$ cat src/rtl/ivt_pkg.sv
package ivt_pkg;
  localparam int CTL_W = 11;
  localparam int PSEL_W = 6;

  localparam logic [1:0] A_CTRL  = 2'd0;
  localparam logic [1:0] A_START = 2'd1;
  localparam logic [1:0] A_END   = 2'd2;

  typedef enum logic [1:0] {
    ACT_RELOAD = 2'd0,
    ACT_STOP   = 2'd1,
    ACT_CONT   = 2'd2,
    ACT_HALT   = 2'd3
  } act_e;

  // packed from MSB to LSB: psel, trg, act, down, run
  typedef struct packed {
    logic [PSEL_W-1:0] psel;
    logic              trg;
    act_e              act;
    logic              down;
    logic              run;
  } ctrl_t;
endpackage

$ cat src/rtl/ivt_regs.sv
module ivt_regs
  import ivt_pkg::*;
#(
  parameter int CW = 16
) (
  input  logic          clk,
  input  logic          rst_n,
  input  logic          wr_valid,
  input  logic [1:0]    wr_addr,
  input  logic [CW-1:0] wr_data,
  input  logic          stop_req,
  output ctrl_t         cfg,
  output logic [CW-1:0] start_q,
  output logic [CW-1:0] end_q,
  output logic          err_q
);
  ctrl_t wr_ctl;
  logic  fields_differ;

  assign wr_ctl = ctrl_t'(wr_data[CTL_W-1:0]);
  assign fields_differ = {wr_ctl.psel, wr_ctl.trg, wr_ctl.act, wr_ctl.down}
                      != {cfg.psel, cfg.trg, cfg.act, cfg.down};

  always_ff @(posedge clk) begin
    if (!rst_n) begin
      cfg     <= '0;
      start_q <= '0;
      end_q   <= '0;
      err_q   <= 1'b0;
    end else begin
      if (wr_valid) begin
        case (wr_addr)
          A_CTRL: begin
            if (!cfg.run) begin
              cfg <= wr_ctl;
            end else begin
              cfg.run <= wr_ctl.run;
              if (fields_differ) err_q <= 1'b1;
            end
          end
          A_START: begin
            if (!cfg.run) start_q <= wr_data;
            else          err_q   <= 1'b1;
          end
          A_END: begin
            if (!cfg.run) end_q <= wr_data;
            else          err_q <= 1'b1;
          end
          default: ;
        endcase
      end
      // an end-of-period stop wins over a same-cycle run write
      if (stop_req) cfg.run <= 1'b0;
    end
  end
endmodule

$ cat src/rtl/ivt_prescaler.sv
module ivt_prescaler
  import ivt_pkg::*;
#(
  parameter int NMIN = 2,
  parameter int NMAX = 33
) (
  input  logic              clk,
  input  logic              rst_n,
  input  logic              en,
  input  logic [PSEL_W-1:0] psel,
  output logic              stb
);
  localparam int DIVW = NMAX + 1;

  logic [DIVW-1:0]   div_q;
  logic [DIVW-1:0]   mask;
  logic [PSEL_W-1:0] n_eff;

  always_comb begin
    if (psel < PSEL_W'(NMIN))      n_eff = PSEL_W'(NMIN);
    else if (psel > PSEL_W'(NMAX)) n_eff = PSEL_W'(NMAX);
    else                           n_eff = psel;
  end

  for (genvar i = 0; i < DIVW; i++) begin : g_mask
    assign mask[i] = (PSEL_W'(i) < n_eff);
  end

  always_ff @(posedge clk) begin
    if (!rst_n)   div_q <= '0;
    else if (en)  div_q <= div_q + DIVW'(1);
    else          div_q <= '0;
  end

  assign stb = en && ((div_q & mask) == mask);
endmodule

$ cat src/rtl/ivt_counter.sv
module ivt_counter
  import ivt_pkg::*;
#(
  parameter int CW = 16
) (
  input  logic          clk,
  input  logic          rst_n,
  input  logic          en,
  input  logic          stb,
  input  logic [CW-1:0] start_v,
  input  logic [CW-1:0] end_v,
  input  logic          down,
  input  act_e          act,
  output logic [CW-1:0] cnt_q,
  output logic          loaded_q,
  output logic          hit,
  output logic          stop_req
);
  logic          match;
  logic [CW-1:0] step_v;

  assign match    = (cnt_q == end_v);
  assign hit      = stb && loaded_q && match;
  assign stop_req = hit && ((act == ACT_STOP) || (act == ACT_HALT));
  assign step_v   = down ? cnt_q - CW'(1) : cnt_q + CW'(1);

  always_ff @(posedge clk) begin
    if (!rst_n) begin
      cnt_q    <= '0;
      loaded_q <= 1'b0;
    end else if (!en) begin
      loaded_q <= 1'b0;
    end else if (stb) begin
      loaded_q <= 1'b1;
      if (!loaded_q) begin
        cnt_q <= start_v;
      end else if (match) begin
        case (act)
          ACT_RELOAD: cnt_q <= start_v;
          ACT_CONT:   cnt_q <= step_v;
          default:    ;
        endcase
      end else begin
        cnt_q <= step_v;
      end
    end
  end
endmodule

$ cat src/rtl/ivtimer.sv
module ivtimer
  import ivt_pkg::*;
#(
  parameter int CW   = 16,
  parameter int NMIN = 2,
  parameter int NMAX = 33
) (
  input  logic          clk,
  input  logic          rst_n,
  input  logic          wr_valid,
  output logic          wr_ready,
  input  logic [1:0]    wr_addr,
  input  logic [CW-1:0] wr_data,
  output logic [CW-1:0] cnt_o,
  output logic          trig_o,
  output logic          running_o,
  output logic          err_o
);
  ctrl_t         cfg;
  logic [CW-1:0] start_q;
  logic [CW-1:0] end_q;
  logic          cnt_stb;
  logic          loaded;
  logic          hit;
  logic          stop_req;

  assign wr_ready = 1'b1;

  ivt_regs #(.CW(CW)) u_regs (
    .clk      (clk),
    .rst_n    (rst_n),
    .wr_valid (wr_valid),
    .wr_addr  (wr_addr),
    .wr_data  (wr_data),
    .stop_req (stop_req),
    .cfg      (cfg),
    .start_q  (start_q),
    .end_q    (end_q),
    .err_q    (err_o)
  );

  ivt_prescaler #(.NMIN(NMIN), .NMAX(NMAX)) u_pre (
    .clk   (clk),
    .rst_n (rst_n),
    .en    (cfg.run),
    .psel  (cfg.psel),
    .stb   (cnt_stb)
  );

  ivt_counter #(.CW(CW)) u_cnt (
    .clk      (clk),
    .rst_n    (rst_n),
    .en       (cfg.run),
    .stb      (cnt_stb),
    .start_v  (start_q),
    .end_v    (end_q),
    .down     (cfg.down),
    .act      (cfg.act),
    .cnt_q    (cnt_o),
    .loaded_q (loaded),
    .hit      (hit),
    .stop_req (stop_req)
  );

  assign trig_o    = hit && cfg.trg;
  assign running_o = cfg.run;
endmodule

$ cat config.mk
export PLATFORM = sky130hd
export DESIGN_NAME = ivtimer
export DESIGN_NICKNAME = d
export VERILOG_FILES = /design/src/rtl/ivt_pkg.sv /design/src/rtl/ivt_regs.sv /design/src/rtl/ivt_prescaler.sv /design/src/rtl/ivt_counter.sv /design/src/rtl/ivtimer.sv
export SDC_FILE = /design/constraint.sdc
export NUM_CORES = 1
export LEC_CHECK = 0
export CAP_MARGIN = 10
export CORE_UTILIZATION = 50
export DETAILED_ROUTE_END_ITERATION = 10
export PLACE_DENSITY = 0.66
export SLEW_MARGIN = 20
export SYNTH_ARGS = -nofsm -noshare
export SYNTH_HDL_FRONTEND = slang
export SYNTH_HIERARCHICAL = 1
export SYNTH_SLANG_ARGS = --single-unit
$ cat constraint.sdc
create_clock -name clk -period 4.96 [get_ports clk]
set_input_delay 0.496 -clock clk [delete_from_list [all_inputs] [get_ports clk]]
set_output_delay 0.496 -clock clk [all_outputs]
set_load 0.1 [all_outputs]
After elaboration in Yosys (flattened, before gate mapping)
Index checks and enable logic that the tools add are counted.
- register bits: 95
- input port bits: 21
- output and inout port bits: 20
- word-level logic and storage cells: 93
- bitwise logic cells: 3
- $lt $le $gt $ge: 36
- reductions and logical operators: 18
- add/sub/neg operators: 3
- equal/unequal tests: 12
- muxes and demuxes: 10
- operator list (kind ; count):
    less-than comparator 5 x 6 -> 1 bit, first input constant ; 16
    less-than comparator 4 x 6 -> 1 bit, first input constant ; 8
    2-to-1 mux 16 bit ; 3
    adder 34 x 1 -> 34 bit, second input constant ; 1
    AND 34 bit ; 1
    == test 34 bit ; 1
    one-hot mux 16 bit (2 select lines) ; 1
    less-than comparator 3 x 6 -> 1 bit, first input constant ; 4
    adder 16 x 1 -> 16 bit, second input constant ; 1
    == test 16 bit ; 1
    subtractor 16 x 1 -> 16 bit, second input constant ; 1
    less-than comparator 1 x 6 -> 1 bit, first input constant ; 2
    less-than comparator 2 x 6 -> 1 bit, first input constant ; 2
    less-than comparator 6 bit, first input constant ; 2
    2-to-1 mux 6 bit ; 2
    AND reduction 3 bit ; 4
    inequality test 10 bit ; 1
    == test 2 bit, second input constant ; 3
    > comparator 6 bit, second input constant ; 1
    less-than comparator 6 x 2 -> 1 bit, second input constant ; 1
    inequality test 2 x 1 -> 1 bit, second input constant ; 3
    logical AND 1 bit ; 5
    AND reduction 5 bit ; 1
    == test 2 x 1 -> 1 bit, second input constant ; 2
    9 further kinds ; 15

Longest topological paths before layout
Gate-level depths: netlist (run 1).
- word-level depth: 11
- mapped depth: 11
- gate-level depth less buffers: 9

Hierarchy
The synthesis (run 1) kept the hierarchy.
- modules (own cells, without submodules) (module ; sequential area each (um^2) ; times used ; area each (um^2) ; cells each):
    ivt_prescaler ; 660.6 ; 1 ; 1898.1 ; 230
    ivt_regs ; 880.8 ; 1 ; 1830.5 ; 212
    ivt_counter ; 340.3 ; 1 ; 1650.3 ; 201
    ivtimer ; 0.0 ; 1 ; 17.5 ; 3

Worst setup path before layout (run 1)
No wires, ideal clock.
- path kind: flip-flop to output port
- from: register, netlist name u_regs/cfg[0]
- to: output trig_o
- setup slack: 1342 ps
- required time: 4464 ps
- arrival: 3122 ps
- cell stages (with the launch flop): 7
- buffers on the path: 0
- path through: dfxtp_1 -> o211ai_1 -> nor4_1 -> o2111ai_1 -> a2111oi_2 -> and3_1 -> and2_1
- cells in the longest elaborated chain, start to end: 4
- RTL lines (what ; RTL line ; text):
    logical AND 1 bit ; ivt_prescaler.sv:35 ; assign stb = en && ((div_q & mask) == mask);
    via cnt_stb ; ivtimer.sv:22 ; logic cnt_stb;
    logical AND 1 bit (2 in series) ; ivt_counter.sv:23 ; assign hit = stb && loaded_q && match;
    via hit ; ivtimer.sv:24 ; logic hit;
    logical AND 1 bit ; ivtimer.sv:65 ; assign trig_o = hit && cfg.trg;
    end, declared ; ivtimer.sv:15 ; output logic trig_o,
The timed path passes the listed nets, and every way through them passes these cells.

Worst setup path in the final report (run 1)
- from: register, netlist name u_regs/cfg[7]
- to: output trig_o
- cells in the longest elaborated chain, start to end: 10
- elaborated cells between the ends (all ways): 44
- those cells by class: 36 x order compare; 1 x eq/ne; 2 x mux; 1 x bitwise; 4 x reduce/logical
- RTL lines (what ; RTL line ; text):
    > comparator 6 bit ; ivt_prescaler.sv:21 ; else if (psel > PSEL_W'(NMAX)) n_eff = PSEL_W'(NMAX);
    2-to-1 mux 6 bit ; ivt_prescaler.sv:21 ;
    2-to-1 mux 6 bit * ; ivt_prescaler.sv:20 ; if (psel < PSEL_W'(NMIN)) n_eff = PSEL_W'(NMIN);
    less-than comparator 1 x 6 -> 1 bit (tied with other cells) ; ivt_prescaler.sv:26 ; assign mask[i] = (PSEL_W'(i) < n_eff);
    AND 34 bit ; ivt_prescaler.sv:35 ;
    == test 34 bit * ; ivt_prescaler.sv:35 ;
    logical AND 1 bit * ; ivt_prescaler.sv:35 ;
    via cnt_stb ; ivtimer.sv:22 ;
    logical AND 1 bit * (2 in series) ; ivt_counter.sv:23 ;
    via hit ; ivtimer.sv:24 ;
    logical AND 1 bit * ; ivtimer.sv:65 ;
The timed path passes the listed nets; every way through them passes the cells marked *.

==> key figures, run 1 <==
Outcome
  • Status: completed

Route
  • DR WL/cell: 16.83 µm
  • Initial DRC Count: around 440
  • DR vias/cell: approximately 5.8
  • Top Metal Used: met4
  • DR pass1 iterations: 5
  • Drt drc: 0
  • Met2 WL: 5.709 mm
  • M1 wire length: slightly above 7 mm
  • DRT Wirelength: about 14 mm
  • Met3 WL: between 700 and 800 µm
  • DRT antenna net count: 0
  • Via count: 4,753

Synth
  • Syn Std Cell Area: 0.005396 mm²
  • Commonest cells post-synth: 113 x nand2_1, 94 x dfxtp_1, 56 x nor2_1
  • Synth area leader: dfxtp_1
  • Mapped Cells: 646
  • Post-synthesis xor/xnor area fraction: slightly above 10%
  • Ys flop type: dfxtp_1
  • Synth Area in Compound Gates: between 15 and 20%
  • Synth warn: 6
  • Sequential share of the synthesized area: between 30% and 40%
  • Post-synthesis adder-cell area fraction: between 4 and 5%
  • Main combinational cell family by area after synthesis: simple AND/OR/NAND/NOR gates
  • Synth Area in Simple Gates: 25.30%
  • Cell with the most instances after synthesis: nand2_1
  • Asr flop ratio synth: 0%
  • Largest cells by area after synthesis: dfxtp_1 35%, nand2_1 7.9%, xnor2_1 6.2%, xor2_1 4.2%, ha_1 4.2%
  • Yosys cell types: 73
  • Syn_area_per_cell: about 8.4 µm²
  • Post-synth top area share: a little over a third
  • Synthesized Nets: just under 700
  • Post-synth EDFFs: 0
  • Post-synthesis register bit count: 94
  • Mux cell area share after synthesis: under 10%

Clocking
  • Cts repair resizes: 0
  • Postcts setup bufs: 0
  • Clk_lat worst skew: roughly 0.36 ns
  • Clk buf depth: 2
  • CTS tree: yes
  • Hold_buf cts: 0
  • Num CTS Buffers: 9
  • Htree depth: 3
  • Clk root buf: clkbuf_8
  • CTS sink cnt: 94
  • Clk slew on worst S/H paths: about 0.080 ns

Floorplan
  • Die width: 105.9 µm
  • Core footprint: around 0.010 mm²
  • Row count: 37
  • Chip height: approximately 110 µm
  • Starting Density: between 50% and 60%
  • Io pins: 41
  • Die ar.: between 0.01 and 0.015 mm²

STA
  • Fin crit share: ~75%
  • Setup-failing EPs final: 0
  • Max-slew violations: 0
  • Final Hold Viols: 0
  • Setup TNS Final: 0 ns
  • Fmax: 0.2676 GHz
  • Fin crit period: approximately 3.7 ns
  • Fin Clk Skew: between 0.01 and 0.015 ns
  • RSZ-0062 raised after global routing: no
  • Worst Tran Pin Value: ~0.97 ns
  • Slew margin rel.: between 30% and 40%

Power and ir drop
  • Leakage: about 2.1 nW
  • Overall power: between 0.001 and 0.0015 W
  • Sequential share of power: between 50% and 60%
  • NetSw: 0.0003527 W
  • Switching Fraction: between 20 and 30%
  • Combinational Power Share: a little under a tenth
  • Internal: 0.001016 W
  • Clock Power Share: about 34%
  • Pwr per Cell Area: about 230 mW/mm²
  • VDD IR max: between 0.1 and 0.15 mV

Global route
  • Largest net degree at the start of global routing: 55
  • First-pass GRT wire length: 22.50 mm
  • Tot GR Track Use: between 20% and 30%
  • Vias in the first global route: 4,321
  • Initial antenna violation count: 0
  • Grt ovf: 0

Job
  • MaxCap Viol Count: 0

Critical path
  • Critical Path RT: approximately 4.5 ns
  • CP Capture Type: output port
  • Worst setup SP type: flop
  • Kind of critical path: reg -> out
  • Crit path DAT: roughly 3.2 ns
  • Reg2reg setup slack: 1.37 ns
  • Critical Path Fanout Max: 13

Finish
  • Antenna Cells: 0
  • Final net count: ~710
  • P&R area growth vs syn: 11.57%
  • Fillers: about 1k
  • Layout cells sized above 1: around 6.6%

Placed design
  • # port buffers: 39
  • GPL Wtd Cong: approximately 0.94
  • DP Wirelength: 10.05 mm

Hold path
  • Hold Crit Class: reg -> reg
through the flow:
step                area [µm²]  utilization, %  worst slack (ns)  std cells  hold WS [ns]
finish                    6021           57.80             1.223        813        0.4610
global placement          5843           56.10             1.709        797        0.4432
CTS                       6018           57.78             1.306        813        0.4621
global route              6021           57.80             1.081        813        0.4828
detailed placement        5843           56.10             1.483        797        0.4473
floorplan                 5396               -             1.342        646        0.4255
metal layers:
layer	GRT usage, %	vias to the layer above
met2	35.57	142
met1	39.66	2257
li1	-	2335
met5	0	-
met4	5.754	0
met3	3.801	19
cell families after synthesis:
kind of cell	after synthesis
simple gates	276
compound gates	146
flops	94
xor+xnor	64
buf+inv	37
fa+ha+maj	19
mux	9
other cells	1
critical path: stages, from the launching register on:
cell and delay [ns]:
dfxtp_1 0.62, nor3_1 0.16, o21ai_0 0.33, o221ai_1 0.17, o41a_1 0.36, a2111oi_2 0.49
and3_1 0.32, and2_1 0.16, buf_4 0.29
power by group through the flow:
stage	logic, W	registers (W)	clock network (W)
finish	0.000124	0.000782	0.000462
global route	0.000136	0.000785	0.000509
CTS	0.000122	0.000782	0.000479
detailed placement	0.000122	0.000800	0
global placement	0.000120	0.000799	0
floorplan	0.0000830	0.000795	0
layout by cell type (no fill, tap or decap), types with 5 or more instances in the layout:
| cell | n |
|---|---|
| and3_1 | 5 |
| nand3_1 | 28 |
| nor3_1 | 10 |
| xnor2_1 | 38 |
| nand4_1 | 18 |
| and2_1 | 9 |
| a21boi_1 | 21 |
| o21ai_0 | 15 |
| a21oi_1 | 23 |
| inv_1 | 10 |
| a311oi_1 | 5 |
| mux2i_1 | 8 |
| clkbuf_8 | 10 |
| clkdlybuf4s50_1 | 38 |
| nor2_1 | 56 |
| nand2_1 | 112 |
| nor4_1 | 6 |
| dfxtp_1 | 94 |
| a21boi_0 | 24 |
| xor2_1 | 26 |
| ha_1 | 18 |
| a211oi_1 | 7 |
| o21ai_1 | 8 |
flip-flops by register name (all words and copies together), names as in the netlist:
register	count
u_cnt/cnt_q	16
u_cnt/loaded_q	1
u_pre/div_q	33
u_regs/cfg	11
u_regs/end_q	16
u_regs/err_q	1
u_regs/start_q	16
worst paths after layout:
kind                            depth (start not counted)                 to              start
worst max-delay path                                    8             trig_o      u_regs/cfg[7]
worst min-delay path                                    2  u_regs/start_q[9]  u_regs/start_q[9]
worst max register to register                         10    u_cnt/cnt_q[15]      u_regs/cfg[7]
worst min register to register                          2  u_regs/start_q[9]  u_regs/start_q[9]
cell type report:
type                    instances  area (µm²)  area share (%)
clock buffers                  11       141.4           2.348
clock inverters                 5       33.78          0.5611
inverters                      10       37.54          0.6234
multi-input cells             515        3346           55.57
flip-flops and latches         94        1882           31.26
well taps                     136       170.2           2.826
repair buffers                 42       410.4           6.816
Power figures use the tool's default switching activity.
==> run 2, diff against run 1 <==
Clock period 4.96 ns to 3.9 ns, I/O delays scaled along.
==> run 2 against run 1 <==
Effect of this change: clock skew grew 0.0033 ns; final area grew 0.87%; register-to-register slack lost 0.91 ns; final cell count grew 0.25%; critical path type unchanged; critical endpoint unchanged; largest cell class unchanged.
==> key figures, run 2 (synthesis results as in run 1) <==
Critical path
  • CP Capture Type: output port
  • R2R Path End: u_cnt/cnt_q[13]
  • Reg2reg setup slack: 0.46 ns (-0.91 ns)
  • Critical Path Fanout Max: 13 (unchanged)
  • Crit path DAT: 3.08 ns (-0.16 ns)
  • Worst R2R Start: u_regs/cfg[7]
  • Worst setup SP type: flop
  • Reg2Reg Depth: 10 (unchanged)
  • Critical Path RT: 3.51 ns (-0.95 ns)
  • Kind of critical path: reg -> out

Global route
  • Initial antenna violation count: 0 (unchanged)
  • Largest net degree at the start of global routing: 55 (unchanged)
  • Vias in the first global route: 4,344 (+0.53%)
  • First-pass GRT wire length: 22.16 mm (-1.5%)
  • Grt ovf: 0 (unchanged)
  • Tot GR Track Use: 24.90% (-0.29 points)

Power and ir drop
  • VDD IR max: 0.2132 mV (+64%)
  • Combinational Power Share: 8.7% (-0.4 points)
  • Switching Fraction: 25.84% (+0.063 points)
  • Leakage: 2.107 nW (+1.5%)
  • Clock Power Share: 37.5% (+3.7 points)
  • Internal: 0.001369 W (+35%)
  • NetSw: 0.0004768 W (+35%)
  • Pwr per Cell Area: 303.8 mW/mm² (+34%)
  • Sequential share of power: 53.9% (-3.3 points)
  • Overall power: 0.001845 W (+35%)

STA
  • Fin Clk Skew: 0.01533 ns (+0.003323 ns)
  • Setup-failing EPs final: 0 (unchanged)
  • Fin crit share: approximately 90%
  • Slew margin rel.: 34.28% (-0.53 points)
  • Setup ws final: 0.4300 ns (-0.7926 ns)
  • Final Hold Viols: 0 (unchanged)
  • RSZ-0062 raised after global routing: no
  • Worst Tran Pin Value: 0.9827 ns (+0.007906 ns)
  • Setup TNS Final: 0 ns (unchanged)
  • Max-slew violations: 0 (unchanged)
  • Fmax: about 0.29 GHz
  • Fin crit period: approximately 3.5 ns

Hold path
  • Hold Startpoint: u_regs/start_q[7]
  • Hold Path Depth: 2 (unchanged)
  • Hold Crit Class: reg -> reg
  • Hold endpoint: u_regs/start_q[7]

Clocking
  • Clk root buf: clkbuf_8
  • Cts repair resizes: 0 (unchanged)
  • Clk_lat worst skew: 0.36 ns (about the same)
  • Hold_buf cts: 0 (unchanged)
  • Clk slew on worst S/H paths: 0.09 ns (about the same)
  • Postcts setup bufs: 0 (unchanged)
  • CTS sink cnt: 94 (unchanged)
  • Num CTS Buffers: 9 (unchanged)
  • Htree depth: 3 (unchanged)
  • CTS tree: yes
  • Clk buf depth: 2 (unchanged)

Finish
  • Biggest register: u_pre/div_q
  • Most frequent cells in the layout: 112 x nand2_1, 94 x dfxtp_1, 56 x nor2_1, 38 x clkdlybuf4s50_1, 38 x xnor2_1
  • Layout cells sized above 1: 7.069% (+0.42 points)
  • Fillers: 973 (-2.8%)
  • Final net count: 714 (+0.28%)
  • Antenna Cells: 0 (unchanged)
  • P&R area growth vs syn: 12.54%
  • FF/Latch Area: 0.001882 mm² (unchanged)
  • Most common cell after layout, fill and taps aside: nand2_1
  • Util after Layout: 58.31% (+0.50 points)
  • Max FFs per register: 33 (unchanged)
  • Multi-input gate area: 0.003346 mm² (unchanged)

Placed design
  • # port buffers: 39 (unchanged)
  • Place WS: 0.5275 ns (-0.9558 ns)
  • DP Wirelength: 10.04 mm (about the same)
  • GPL Wtd Cong: 0.9259 (-1.8%)

Route
  • Drt drc: 0 (unchanged)
  • DR pass1 iterations: 5 (unchanged)
  • Initial DRC Count: 312 (-30%)
  • DRT Wirelength: 13.63 mm (-0.42%)
  • Via count: 4,700 (-1.1%)
  • DR vias/cell: 5.767 (-1.4%)
  • DR WL/cell: 16.72 µm (-0.66%)
  • DRT antenna net count: 0 (unchanged)

Job
  • MaxCap Viol Count: 0 (unchanged)

Floorplan
  • Chip height: 105.9 µm (unchanged)
  • Starting Density: 51.81% (unchanged)
  • Io pins: 41 (unchanged)
  • Die ar.: 0.01121 mm² (unchanged)
  • Die width: 105.9 µm (unchanged)
  • Row count: 37 (unchanged)
  • Core footprint: 0.01042 mm² (unchanged)

Outcome
  • Status: completed
## run 2: cell types whose count changed in the layout (fill, tap and decap cells not counted)
| cell | previous run | this run |
|---|---|---|
| bufinv_16 | 0 | 1 |
| buf_4 | 4 | 6 |
| inv_8 | 0 | 1 |
| clkinvlp_4 | 2 | 1 |
| clkbuf_1 | 1 | 0 |
| inv_6 | 1 | 3 |
| clkinv_2 | 2 | 0 |
## run 2: cell type report
cell class,count,share of cell area (%)
multi-input cells,515,55.09
flip-flops and latches,94,30.98
repair buffers,44,7.005
well taps,136,2.802
clock buffers,10,2.266
clock inverters,6,1.236
inverters,10,0.6180
## run 2: per-layer routing
| layer | vias to the layer above | routed length, µm | track usage (%) |
|---|---|---|---|
| met1 | 2224 | 7119 | 38.69 |
| met5 | - | 0 | 0 |
| met4 | 0 | 37 | 4.861 |
| met2 | 127 | 5776 | 35.99 |
| met3 | 2 | 691 | 4.047 |
| li1 | 2347 | - | - |
## run 2: stage by stage
stage,instances,hold slack (ns),instance area (µm²)
final,815,0.4692,6073
after global routing,815,0.4886,6073
after CTS,815,0.4663,6071
after detailed placement,799,0.4529,5858
after global placement,799,0.4426,5858
after floorplan,646,0.4255,5396
## run 2: worst max-delay path, cell delays in order, from the launching register on
cell,delay [ns]
dfxtp_1,0.47
nor3_1,0.41
a211oi_1,0.16
nor4_1,0.24
o2111ai_1,0.19
a2111oi_2,0.52
and3_1,0.28
and2_1,0.16
buf_4,0.29
## run 2: worst max-delay path by stage
| stage | from | end | slack [ns] |
|---|---|---|---|
| after global routing | u_regs/cfg[7] | u_cnt/cnt_q[13] | 0.09 |
| after global placement | u_regs/cfg[7] | u_cnt/cnt_q[9] | 0.74 |
| after detailed placement | u_regs/cfg[7] | u_cnt/cnt_q[13] | 0.53 |
| after floorplan | u_regs/cfg[0] | trig_o | 0.39 |
| final | u_regs/cfg[7] | trig_o | 0.43 |
| after CTS | u_regs/cfg[7] | trig_o | 0.46 |
## run 2: power groups by stage
stage,Sequential [W],Combinational (W),Clock (W)
after floorplan,0.00101,0.000106,0
after global placement,0.00101,0.000155,0
after detailed placement,0.00102,0.000158,0
after CTS,0.000993,0.000159,0.000705
after global routing,0.000996,0.000174,0.000742
final,0.000994,0.000160,0.000692
